<file path="config.mk">
export PLATFORM = sky130hd
export DESIGN_NAME = cir_rx_frontend
export DESIGN_NICKNAME = d
export VERILOG_FILES = /design/src/rtl/cir_rx_pkg.sv /design/src/rtl/cir_sample_filter.sv /design/src/rtl/cir_run_encoder.sv /design/src/rtl/cir_rx_fifo.sv /design/src/rtl/cir_rx_frontend.sv
export SDC_FILE = /design/constraint.sdc
export NUM_CORES = 1
export LEC_CHECK = 0
export BUFFER_PORTS_ARGS = -buffer_cell sky130_fd_sc_hd__buf_2
export CORE_MARGIN = 2
export CORE_UTILIZATION = 40
export DETAILED_ROUTE_END_ITERATION = 16
export SYNTH_ARGS = -nofsm -noshare
export SYNTH_HDL_FRONTEND = slang
export SYNTH_SLANG_ARGS = --single-unit
</file>
<file path="constraint.sdc">
create_clock -name clk -period 3.6 [get_ports clk]
set_clock_uncertainty 0.05 [all_clocks]
set_input_delay 0.36 -clock clk [delete_from_list [all_inputs] [get_ports clk]]
set_output_delay 0.36 -clock clk [all_outputs]
set_load 0.05 [all_outputs]
</file>
<file path="src/rtl/cir_rx_pkg.sv">
`timescale 1ns/1ps
package cir_rx_pkg;
  localparam logic [7:0] OFS_CTRL  = 8'h00;
  localparam logic [7:0] OFS_INCFG = 8'h10;
  localparam logic [7:0] OFS_DATA  = 8'h20;
  localparam logic [7:0] OFS_IEN   = 8'h2C;
  localparam logic [7:0] OFS_IST   = 8'h30;
  localparam logic [7:0] OFS_SCFG  = 8'h34;

  localparam int BIT_OVF  = 0;
  localparam int BIT_PEND = 1;
  localparam int BIT_AVL  = 4;

  localparam int RUN_W   = 7;
  localparam int RUN_MAX = (1 << RUN_W) - 1;

  typedef struct packed {
    logic             level;
    logic [RUN_W-1:0] run;
  } run_byte_t;
endpackage

</file>
<file path="src/rtl/cir_sample_filter.sv">
`timescale 1ns/1ps
module cir_sample_filter #(
  parameter int DIV_BASE_LOG2 = 6,
  parameter int THR_W         = 6
) (
  input  logic             clk,
  input  logic             rst_n,
  input  logic             active,
  input  logic             invert,
  input  logic [1:0]       div_code,
  input  logic [THR_W-1:0] thr,
  input  logic             ir_raw,
  output logic             samp_tick,
  output logic             filt
);
  localparam int DIVW = DIV_BASE_LOG2 + 3;

  logic            sync_a, sync_b;
  logic [DIVW-1:0] div_cnt, div_lim;
  logic            tick_c;
  logic [THR_W-1:0] pend, thr_eff;
  logic            sample_lvl;

  // two-flop synchronizer
  always_ff @(posedge clk or negedge rst_n) begin
    if (!rst_n) begin
      sync_a <= 1'b1;
      sync_b <= 1'b1;
    end else begin
      sync_a <= ir_raw;
      sync_b <= sync_a;
    end
  end

  assign div_lim    = {DIVW{1'b1}} >> (2'd3 - div_code);
  assign tick_c     = active && (div_cnt == div_lim);
  assign sample_lvl = sync_b ^ invert;
  assign thr_eff    = (thr == '0) ? THR_W'(1) : thr;

  always_ff @(posedge clk or negedge rst_n) begin
    if (!rst_n) begin
      div_cnt <= '0;
    end else if (!active || tick_c) begin
      div_cnt <= '0;
    end else begin
      div_cnt <= div_cnt + 1'b1;
    end
  end

  always_ff @(posedge clk or negedge rst_n) begin
    if (!rst_n) begin
      pend <= '0;
      filt <= 1'b1;
    end else if (!active) begin
      pend <= '0;
      filt <= 1'b1;
    end else if (tick_c) begin
      if (sample_lvl == filt) begin
        pend <= '0;
      end else if ({1'b0, pend} + 1'b1 >= {1'b0, thr_eff}) begin
        filt <= ~filt;
        pend <= '0;
      end else begin
        pend <= pend + 1'b1;
      end
    end
  end

  always_ff @(posedge clk or negedge rst_n) begin
    if (!rst_n) samp_tick <= 1'b0;
    else        samp_tick <= tick_c;
  end


  filt_on_tick_chk: assert property (@(posedge clk) disable iff (!rst_n)
    (active && !tick_c) |=> $stable(filt));
endmodule

</file>
<file path="src/rtl/cir_run_encoder.sv">
`timescale 1ns/1ps
module cir_run_encoder
  import cir_rx_pkg::*;
#(
  parameter int IDLE_W = 8
) (
  input  logic              clk,
  input  logic              rst_n,
  input  logic              active,
  input  logic              samp_tick,
  input  logic              filt,
  input  logic [IDLE_W-1:0] idle_thr,
  output logic              byte_valid,
  output run_byte_t         byte_data,
  output logic              pkt_end
);
  localparam int ICW = IDLE_W + 7;

  logic             cur_lvl, armed;
  logic [RUN_W-1:0] run;
  logic [ICW-1:0]   idle_cnt, idle_last;

  assign idle_last = {idle_thr, 7'h7F};

  always_ff @(posedge clk or negedge rst_n) begin
    if (!rst_n) begin
      cur_lvl    <= 1'b1;
      armed      <= 1'b0;
      run        <= '0;
      idle_cnt   <= '0;
      byte_valid <= 1'b0;
      byte_data  <= '0;
      pkt_end    <= 1'b0;
    end else if (!active) begin
      cur_lvl    <= 1'b1;
      armed      <= 1'b0;
      run        <= '0;
      idle_cnt   <= '0;
      byte_valid <= 1'b0;
      pkt_end    <= 1'b0;
    end else begin
      byte_valid <= 1'b0;
      pkt_end    <= 1'b0;
      if (samp_tick) begin
        if (!armed) begin
          if (filt != cur_lvl) begin
            cur_lvl  <= filt;
            run      <= RUN_W'(1);
            armed    <= 1'b1;
            idle_cnt <= '0;
          end
        end else if (filt != cur_lvl) begin
          if (run != '0) begin
            byte_valid <= 1'b1;
            byte_data  <= '{level: cur_lvl, run: run};
          end
          cur_lvl  <= filt;
          run      <= RUN_W'(1);
          idle_cnt <= '0;
        end else begin
          if (run == RUN_W'(RUN_MAX - 1)) begin
            byte_valid <= 1'b1;
            byte_data  <= '{level: cur_lvl, run: RUN_W'(RUN_MAX)};
            run        <= '0;
          end else begin
            run <= run + 1'b1;
          end
          if (idle_cnt == idle_last) begin
            pkt_end  <= 1'b1;
            armed    <= 1'b0;
            run      <= '0;
            idle_cnt <= '0;
          end else begin
            idle_cnt <= idle_cnt + 1'b1;
          end
        end
      end
    end
  end


  run_nonzero_chk: assert property (@(posedge clk) disable iff (!rst_n)
    byte_valid |-> (byte_data.run != '0));


  no_byte_unarmed_chk: assert property (@(posedge clk) disable iff (!rst_n)
    (active && !armed) |=> !byte_valid);
endmodule

</file>
<file path="src/rtl/cir_rx_fifo.sv">
`timescale 1ns/1ps
module cir_rx_fifo #(
  parameter int W     = 8,
  parameter int DEPTH = 64
) (
  input  logic                       clk,
  input  logic                       rst_n,
  input  logic                       flush,
  input  logic                       push,
  input  logic [W-1:0]               wdata,
  input  logic                       pop,
  output logic [W-1:0]               rdata,
  output logic [$clog2(DEPTH):0]     count,
  output logic                       full,
  output logic                       empty
);
  localparam int AW = $clog2(DEPTH);

  logic [W-1:0]  mem [DEPTH];
  logic [AW-1:0] wp, rp;
  logic          push_ok, pop_ok;

  assign full    = (count == (AW+1)'(DEPTH));
  assign empty   = (count == '0);
  assign push_ok = push && !full;
  assign pop_ok  = pop && !empty;
  assign rdata   = mem[rp];

  always_ff @(posedge clk) begin
    if (push_ok && !flush) mem[wp] <= wdata;
  end

  always_ff @(posedge clk or negedge rst_n) begin
    if (!rst_n) begin
      wp    <= '0;
      rp    <= '0;
      count <= '0;
    end else if (flush) begin
      wp    <= '0;
      rp    <= '0;
      count <= '0;
    end else begin
      if (push_ok) wp <= wp + 1'b1;
      if (pop_ok)  rp <= rp + 1'b1;
      case ({push_ok, pop_ok})
        2'b10:   count <= count + 1'b1;
        2'b01:   count <= count - 1'b1;
        default: count <= count;
      endcase
    end
  end


  full_drop_chk: assert property (@(posedge clk) disable iff (!rst_n)
    (push && full && !pop && !flush) |=> (count == $past(count)));
endmodule

</file>
<file path="src/rtl/cir_rx_frontend.sv">
`timescale 1ns/1ps
module cir_rx_frontend
  import cir_rx_pkg::*;
#(
  parameter int DIV_BASE_LOG2 = 6,
  parameter int FIFO_DEPTH    = 64,
  parameter int BUS_W         = 24
) (
  input  logic             clk,
  input  logic             rst_n,
  input  logic             ir_in,
  input  logic             bus_en,
  input  logic             bus_we,
  input  logic [7:0]       bus_addr,
  input  logic [BUS_W-1:0] bus_wdata,
  output logic [BUS_W-1:0] bus_rdata,
  output logic             irq
);
  localparam int CW = $clog2(FIFO_DEPTH) + 1;
  localparam int LW = $clog2(FIFO_DEPTH);

  logic [1:0]  ctrl_en, ctrl_mode;
  logic        in_inv;
  logic [23:0] scfg;
  logic        ien_ovf, ien_pend, ien_avl;
  logic [LW-1:0] trig_m1;
  logic        st_ovf, st_pend;

  logic        active, samp_tick, filt, byte_valid, pkt_end;
  run_byte_t   byte_data;
  logic [7:0]  head;
  logic [CW-1:0] fill;
  logic        full, empty, avl, pop, wr_ist;

  assign active = (ctrl_en == 2'b11) && (ctrl_mode == 2'b11);
  assign pop    = bus_en && !bus_we && (bus_addr == OFS_DATA) && !empty;
  assign avl    = (fill >= ({1'b0, trig_m1} + 1'b1));
  assign wr_ist = bus_en && bus_we && (bus_addr == OFS_IST);
  assign irq    = (st_ovf && ien_ovf) || (st_pend && ien_pend) || (avl && ien_avl);

  cir_sample_filter #(.DIV_BASE_LOG2(DIV_BASE_LOG2), .THR_W(6)) u_filt (
    .clk, .rst_n, .active, .invert(in_inv), .div_code(scfg[1:0]),
    .thr(scfg[7:2]), .ir_raw(ir_in), .samp_tick, .filt
  );

  cir_run_encoder #(.IDLE_W(8)) u_enc (
    .clk, .rst_n, .active, .samp_tick, .filt, .idle_thr(scfg[15:8]),
    .byte_valid, .byte_data, .pkt_end
  );

  cir_rx_fifo #(.W(8), .DEPTH(FIFO_DEPTH)) u_fifo (
    .clk, .rst_n, .flush(!active), .push(byte_valid), .wdata(byte_data),
    .pop, .rdata(head), .count(fill), .full, .empty
  );

  // register writes
  always_ff @(posedge clk or negedge rst_n) begin
    if (!rst_n) begin
      ctrl_en  <= '0;
      ctrl_mode <= '0;
      in_inv   <= 1'b0;
      scfg     <= '0;
      ien_ovf  <= 1'b0;
      ien_pend <= 1'b0;
      ien_avl  <= 1'b0;
      trig_m1  <= '0;
    end else if (bus_en && bus_we) begin
      case (bus_addr)
        OFS_CTRL: begin
          ctrl_en   <= bus_wdata[1:0];
          ctrl_mode <= bus_wdata[5:4];
        end
        OFS_INCFG: in_inv <= bus_wdata[0];
        OFS_SCFG:  scfg   <= bus_wdata[23:0];
        OFS_IEN: begin
          ien_ovf  <= bus_wdata[BIT_OVF];
          ien_pend <= bus_wdata[BIT_PEND];
          ien_avl  <= bus_wdata[BIT_AVL];
          trig_m1  <= bus_wdata[8 +: LW];
        end
        default: ;
      endcase
    end
  end

  // sticky status, set wins over clear
  always_ff @(posedge clk or negedge rst_n) begin
    if (!rst_n) begin
      st_ovf  <= 1'b0;
      st_pend <= 1'b0;
    end else begin
      if (byte_valid && full)                      st_ovf <= 1'b1;
      else if (wr_ist && bus_wdata[BIT_OVF])       st_ovf <= 1'b0;
      if (pkt_end)                                 st_pend <= 1'b1;
      else if (wr_ist && bus_wdata[BIT_PEND])      st_pend <= 1'b0;
    end
  end

  // registered read data
  always_ff @(posedge clk or negedge rst_n) begin
    if (!rst_n) begin
      bus_rdata <= '0;
    end else if (bus_en && !bus_we) begin
      bus_rdata <= '0;
      case (bus_addr)
        OFS_CTRL:  bus_rdata[5:0] <= {ctrl_mode, 2'b00, ctrl_en};
        OFS_INCFG: bus_rdata[0]   <= in_inv;
        OFS_DATA:  bus_rdata[7:0] <= empty ? 8'h00 : head;
        OFS_IEN: begin
          bus_rdata[BIT_OVF]  <= ien_ovf;
          bus_rdata[BIT_PEND] <= ien_pend;
          bus_rdata[BIT_AVL]  <= ien_avl;
          bus_rdata[8 +: LW]  <= trig_m1;
        end
        OFS_IST: begin
          bus_rdata[BIT_OVF]  <= st_ovf;
          bus_rdata[BIT_PEND] <= st_pend;
          bus_rdata[BIT_AVL]  <= avl;
        end
        OFS_SCFG:  bus_rdata[23:0] <= scfg;
        default: ;
      endcase
    end
  end


  flush_chk: assert property (@(posedge clk) disable iff (!rst_n)
    !active |=> (fill == '0));


  pend_source_chk: assert property (@(posedge clk) disable iff (!rst_n)
    $rose(st_pend) |-> $past(pkt_end));


  ovf_source_chk: assert property (@(posedge clk) disable iff (!rst_n)
    $rose(st_ovf) |-> $past(byte_valid && full));
endmodule

</file>
[After elaboration in Yosys (flattened, before gate mapping)]
Memories as Yosys holds them, arrays and structs flattened.
Index checks and enable logic that the tools add are counted.
Word-level totals
  register bits: 136
  memory bits (writable): 512
  word-level logic and storage cells: 175
  memories: 1
Memories
  u_fifo.mem: depth 64, width 8, rd ports 1, clocked after Yosys merged registers in 0, wr ports 1, line cir_rx_fifo.sv:19  | logic [W-1:0] mem [DEPTH];
Cells by class
  add/subtract/negate cells: 11
  order comparisons: 2
  equality and inequality tests: 25
  shifts and indexed selects: 1
  muxes and demuxes: 67
  bitwise logic cells: 2
  reduce and logical (&&, ||, !) cells: 38
Operators with widths (count)
  two-way mux 15 bit: 6
  two-way mux 7 bit: 8
  two-way mux 6 bit: 9
  == test 8 x 6 -> 1 bit, second input constant: 4
  two-way mux 8 bit: 4
  two-way mux 1 bit: 30
  adder 6 x 1 -> 6 bit, second input constant: 3
  logical AND 1 bit: 16
  adder 15 x 1 -> 15 bit, second input constant: 1
  == test 15 bit: 1
  adder 6 x 1 -> 7 bit, second input constant: 2
  adder 7 x 1 -> 7 bit, second input constant: 2
  == test 7 bit, second input constant: 2
  case mux 7 bit (2 select lines): 1
  != test 2 bit, second input constant: 6
  case mux 6 bit (2 select lines): 1
  AND reduction 2 bit: 6
  two-way mux 10 bit: 1
  case mux 1 bit (5 select lines): 2
  adder 9 x 1 -> 9 bit, second input constant: 1
  == test 9 bit: 1
  two-way mux 9 bit: 1
  >> shifter 9 x 2 -> 9 bit, first input constant: 1
  == test 8 x 5 -> 1 bit, second input constant: 1
  other kinds (25): 36

[Longest topological paths before layout]
  depth in word-level cells: 8
  depth in mapped cells: 11
  mapped depth without buffers: 10

[By module]
A second synthesis with hierarchy kept.
Second synthesis, totals
  cells, all modules: 1723
  area, all modules: 27173.6 um2
By module, submodules not included
  cir_rx_fifo: instances 1, cells each 1138, area each 21182.8 um2, sequential area each 15850.2 um2
  cir_rx_frontend: instances 1, cells each 273, area each 2996.6 um2, sequential area each 1601.5 um2
  cir_run_encoder: instances 1, cells each 201, area each 1858.0 um2, sequential area each 852.1 um2
  cir_sample_filter: instances 1, cells each 111, area each 1136.1 um2, sequential area each 479.2 um2

[Least setup slack after synthesis]
No wires, ideal clock.
  path type: register to register
  start point: register u_fifo.count[1]
  end point: memory u_fifo.mem[58][0] (enable)
  setup time: 385 ps
  arrival time: 2334 ps
  path slack: 831 ps
  stages on the path, launching flop included: 8
  path buffers: 3
  period minus slack after synthesis: 2769 ps
  cell sequence: dfrtp_1 clkbuf_1 nor4_4 a31o_2 buf_2 or3_1 clkbuf_1 nor3b_1
On the way
  word-level cells in the longest chain between the ends: 6
RTL lines
  start, declared: line cir_rx_fifo.sv:13  | output logic [$clog2(DEPTH):0] count,
  start signal, assigned: line cir_rx_fifo.sv:46  | 2'b10: count <= count + 1'b1;
  start signal, assigned: line cir_rx_fifo.sv:47  | 2'b01: count <= count - 1'b1;
  start signal, assigned: line cir_rx_fifo.sv:48  | default: count <= count;
  == test 7 bit: line cir_rx_fifo.sv:23  | assign full = (count == (AW+1)'(DEPTH));
  logical NOT 1 bit: line cir_rx_fifo.sv:25  | assign push_ok = push && !full;
  logical AND 1 bit: line cir_rx_fifo.sv:25
  logical AND 1 bit: line cir_rx_fifo.sv:30  | if (push_ok && !flush) mem[wp] <= wdata;
  two-way mux 1 bit: line cir_rx_fifo.sv:30
  two-way mux 1 bit (implied by the code): line cir_rx_fifo.sv:30
  end, declared: line cir_rx_fifo.sv:19
No other way between the ends.

[Final worst setup path]
  start point: register u_fifo.rp[2]
  end point: register bus_rdata[3]
On the way
  word-level cells in the longest chain between the ends: 3
RTL lines
  start, declared: line cir_rx_fifo.sv:20  | logic [AW-1:0] wp, rp;
  start signal, assigned: line cir_rx_fifo.sv:44  | if (pop_ok) rp <= rp + 1'b1;
  memory (64 x 8 bit)
  two-way mux 8 bit: line cir_rx_frontend.sv:108  | OFS_DATA: bus_rdata[7:0] <= empty ? 8'h00 : head;
  case mux 2 bit (2 select lines): line cir_rx_frontend.sv:105  | case (bus_addr)
  end signal, assigned: line cir_rx_frontend.sv:106  | OFS_CTRL: bus_rdata[5:0] <= {ctrl_mode, 2'b00, ctrl_en};
  end signal, assigned: line cir_rx_frontend.sv:108
  end signal, assigned by index: line cir_rx_frontend.sv:110  | bus_rdata[BIT_OVF] <= ien_ovf;
  end, declared: line cir_rx_frontend.sv:16  | output logic [BUS_W-1:0] bus_rdata,
No other way between the ends.
A chain may end at the register's enable or synchronous reset.

==> flow_metrics.tcl <==
set metrics [dict create \
    initialDrtViolationCount 1527 \
    syn_inst 1652 \
    peakVddDrop_mv 0.3315 \
    die_w_um 263.2 \
    syn_nets 1712 \
    place_congestion 0.8251 \
    drc 0 \
    synth_top_family_by_area "multiplexers" \
    cp_max_fo 28 \
    end_kind "register" \
    synth_flop_cell "edfxtp_1" \
    post_synth_fa_ha_maj_area_fraction 0.01071 \
    vias_per_cell 5.521 \
    ios 62 \
    internal_power_w 0.01193 \
    p_comb_frac 0.016 \
    final.fill_count 5690 \
    hold_viol_final 0 \
    path_class "reg -> reg" \
    p_leak_nw 9.430 \
    ys_types 70 \
    final_cell_area_sq_um 31100 \
    clk_latency_ns 0.61 \
    cts_root_buf "clkbuf_16" \
    power.density_nw_per_um2 482.8 \
    p_seq_frac 0.535 \
    wire_per_inst_um 23.39 \
    cp_slowest_cell "a2111oi_0" \
    grt_pass1_vias 15510 \
    grt_max_degree 83 \
    fin_crit_sh 0.9168 \
    antenna_left 0 \
    synth_compound_area_frac 0.05164 \
    synth_area_sq_um 26870 \
    cts_tree "built" \
    cts-htree-levels 3 \
    drive_gt1_frac 0.2344 \
    synth_edf_count 512 \
    seqCellArea_sq_um 18800 \
    switching_share 0.2053 \
    outcome "complete, no violations" \
    vias 15170 \
    multi_input_area_sq_um 7590 \
    crit_arrival_ns 3.74 \
    postSynth.asyncResetShare 0.2099 \
    tightest_slew_ns 1.241 \
    synth_top_area_share 0.5722 \
    wl_um 64250 \
    fmax_ghz 0.3030 \
    cp_cell_sequence "or3b_2, o22ai_1, a2111oi_0, nor2_1, a221oi_2, a21oi_1" \
    grt_pass1_wl_um 98230 \
    port_buffers 61 \
    yosys.area_share.simple 0.06985 \
    syn_area_per_cell_sq_um 16.26 \
    initial_utilization 0.4022 \
    ys_ff_latch 648 \
    power_frac_clock 0.449 \
    fin_crit_ns 3.300 \
    r2r_slack_ns 0.30 \
    fin_tns_setup_ns 0 \
    nNetsFinal 1887 \
    dieArea_sq_um 69260 \
    drtPass1Iterations 7 \
    yosys-top-cells-area "edfxtp_1 (57%), dfrtp_1 (12%), mux4_2 (8.7%), mux2i_1 (2.8%), nor2_1 (2.2%)" \
    hp-class "in -> reg" \
    cts_made_buffers 70 \
    switchingPower_w 0.003082 \
    synth_xor_area_frac 0.01499 \
    track_usage 0.1864 \
    seq_area_frac_synth 0.6991 \
    setup_viol 0 \
    place_area_sq_um 28730 \
    antenna_found_initial 0 \
    post_cts_buffers 0 \
    dpl.hpwl_um 40810 \
    die_h_um 263.2 \
    yosys.area.top_type "edfxtp_1" \
    syn_to_final_growth_pct 15.74 \
    clock_sinks 648 \
    slew_headroom 0.1727 \
    clk_pin_slew_worst_paths_ns 0.06 \
    row_count 95 \
    rsz0062_at_grt "false" \
    clock_path_buffers 3 \
    core_area_sq_um 66800 \
    worstSetupStartpointType "register" \
    drv_cap 0 \
    yosysWarnings 0 \
    overflow 0 \
    max_stage_delay_ns 1.00 \
    worstPathRequired_ns 4.04 \
    final-max-slew-violation-count 0 \
    muxShareOfSynthArea 0.1352 \
]
==> sequential cells by signal, summed over array words and instances (netlist names), 2 cells and up <==
register,count
u_fifo.count,7
u_fifo.mem,512
bus_rdata,24
u_enc.run,7
u_enc.byte_data,8
u_filt.pend,6
u_enc.idle_cnt,15
ctrl_mode,2
scfg,24
trig_m1,6
u_filt.div_cnt,9
ctrl_en,2
u_fifo.rp,6
u_fifo.wp,6
==> synthesized netlist by cell type, types with 4 or more instances <==
cell type,number
dfstp_2,4
nand3_1,45
nand2b_1,6
a31oi_1,6
buf_4,14
xor2_1,17
buf_2,17
nand4_1,11
o21ai_0,62
mux2_1,12
a21oi_1,32
edfxtp_1,512
nand3b_1,6
buf_1,4
a211oi_1,13
or3_1,8
clkbuf_1,45
or2_2,7
a21o_1,7
mux2_2,35
o221ai_1,15
mux2i_1,76
xnor2_1,29
a22o_1,8
a22oi_1,7
nor2_1,161
inv_1,18
o22ai_1,15
nand2_1,94
nor2b_1,6
dfrtp_1,132
mux4_2,104
a221oi_1,10
a2111oi_0,4
buf_6,5
and3_1,17
nor3_1,9
ha_1,23
o31ai_1,4
==> per-stage QoR <==
| step | std cells | hold WS [ns] | utilization | setup WS, ns | total power [W] |
|---|---|---|---|---|---|
| 2_1_floorplan | 1652 | 0.01441 | - | 0.8308 | 0.008298 |
| 3_3_place_gp | 2603 | 0.3010 | 0.4301 | 0.5299 | 0.008403 |
| 3_5_place_dp | 2603 | 0.2971 | 0.4301 | 0.5203 | 0.008407 |
| 4_1_cts | 2746 | 0.008476 | 0.4655 | 0.4069 | 0.01514 |
| 5_1_grt | 2746 | 0.03335 | 0.4655 | 0.1493 | 0.01543 |
| 6_report | 2747 | 0.04692 | 0.4655 | 0.2995 | 0.01501 |
==> critical path: cells and delay by family, from the launching register on <==
family	cells	cell delay, ns
AOI/OAI and AO/OA	4	1.53
DFF	1	0.72
and+or+nand+nor	2	0.87
==> placed cells by master (no fill, tap or decap), types with 32 or more instances in the layout <==
cell type,synthesis,final
nor2_1,161,161
a21oi_1,32,32
clkbuf_16,0,70
buf_4,14,94
mux4_2,104,104
mux2_2,35,35
mux2i_1,76,76
o21ai_0,62,62
nand3_1,45,45
buf_2,17,60
nand2_1,94,94
edfxtp_1,512,512
dfrtp_1,132,121
==> metal layers <==
metal / track usage / share of wire / vias up
li1: - / - / 6769
met1: 0.2590 / 0.44 / 7820
met2: 0.3043 / 0.48 / 467
met3: 0.03423 / 0.056 / 109
met4: 0.04803 / 0.023 / 0
met5: 0 / 0 / -
==> final timing paths <==
check	startpoint	end	depth (start not counted)
setup / recovery	u_fifo.rp[2]	bus_rdata[3]	6
hold / removal	bus_wdata[0]	ien_ovf	2
setup reg to reg	u_fifo.rp[2]	bus_rdata[3]	6
hold reg to reg	u_filt.sync_a	u_filt.sync_b	0
max in group asynchronous	rst_n	u_filt.filt	3
min in group asynchronous	rst_n	u_enc.idle_cnt[13]	2
==> cells by family (layout without fill, tap and decap cells) <==
group,count (synthesis),after routing
other cells,0,1
simple gates,397,397
flops,648,648
xor+xnor,46,46
buf+inv,103,324
compound gates,208,208
mux,227,227
fa+ha+maj,23,23
==> area by class of cell <==
cell class,instances,area share
timing repair buffer,188,0.04591
multi-input combinational,901,0.2441
sequential,648,0.6046
tap,873,0.03513
inverter,18,0.002173
clock inverter,29,0.009093
clock buffer,89,0.05894
antenna,1,0.00008047
==> power by group through the flow <==
stage	Sequential [W]	Clock (W)	Combinational, W
2_1_floorplan	0.00823	0	0.0000688
3_3_place_gp	0.00819	0	0.000215
3_5_place_dp	0.00819	0	0.000218
4_1_cts	0.00804	0.00686	0.000240
5_1_grt	0.00803	0.00713	0.000259
6_report	0.00804	0.00674	0.000238
==> timing repair <==
item	4_1_cts	5_1_grt
endpoints found under the hold margin	113	0
gates resized for setup	0	0
hold buffers	25	0
(Power assumes the default switching activity.)
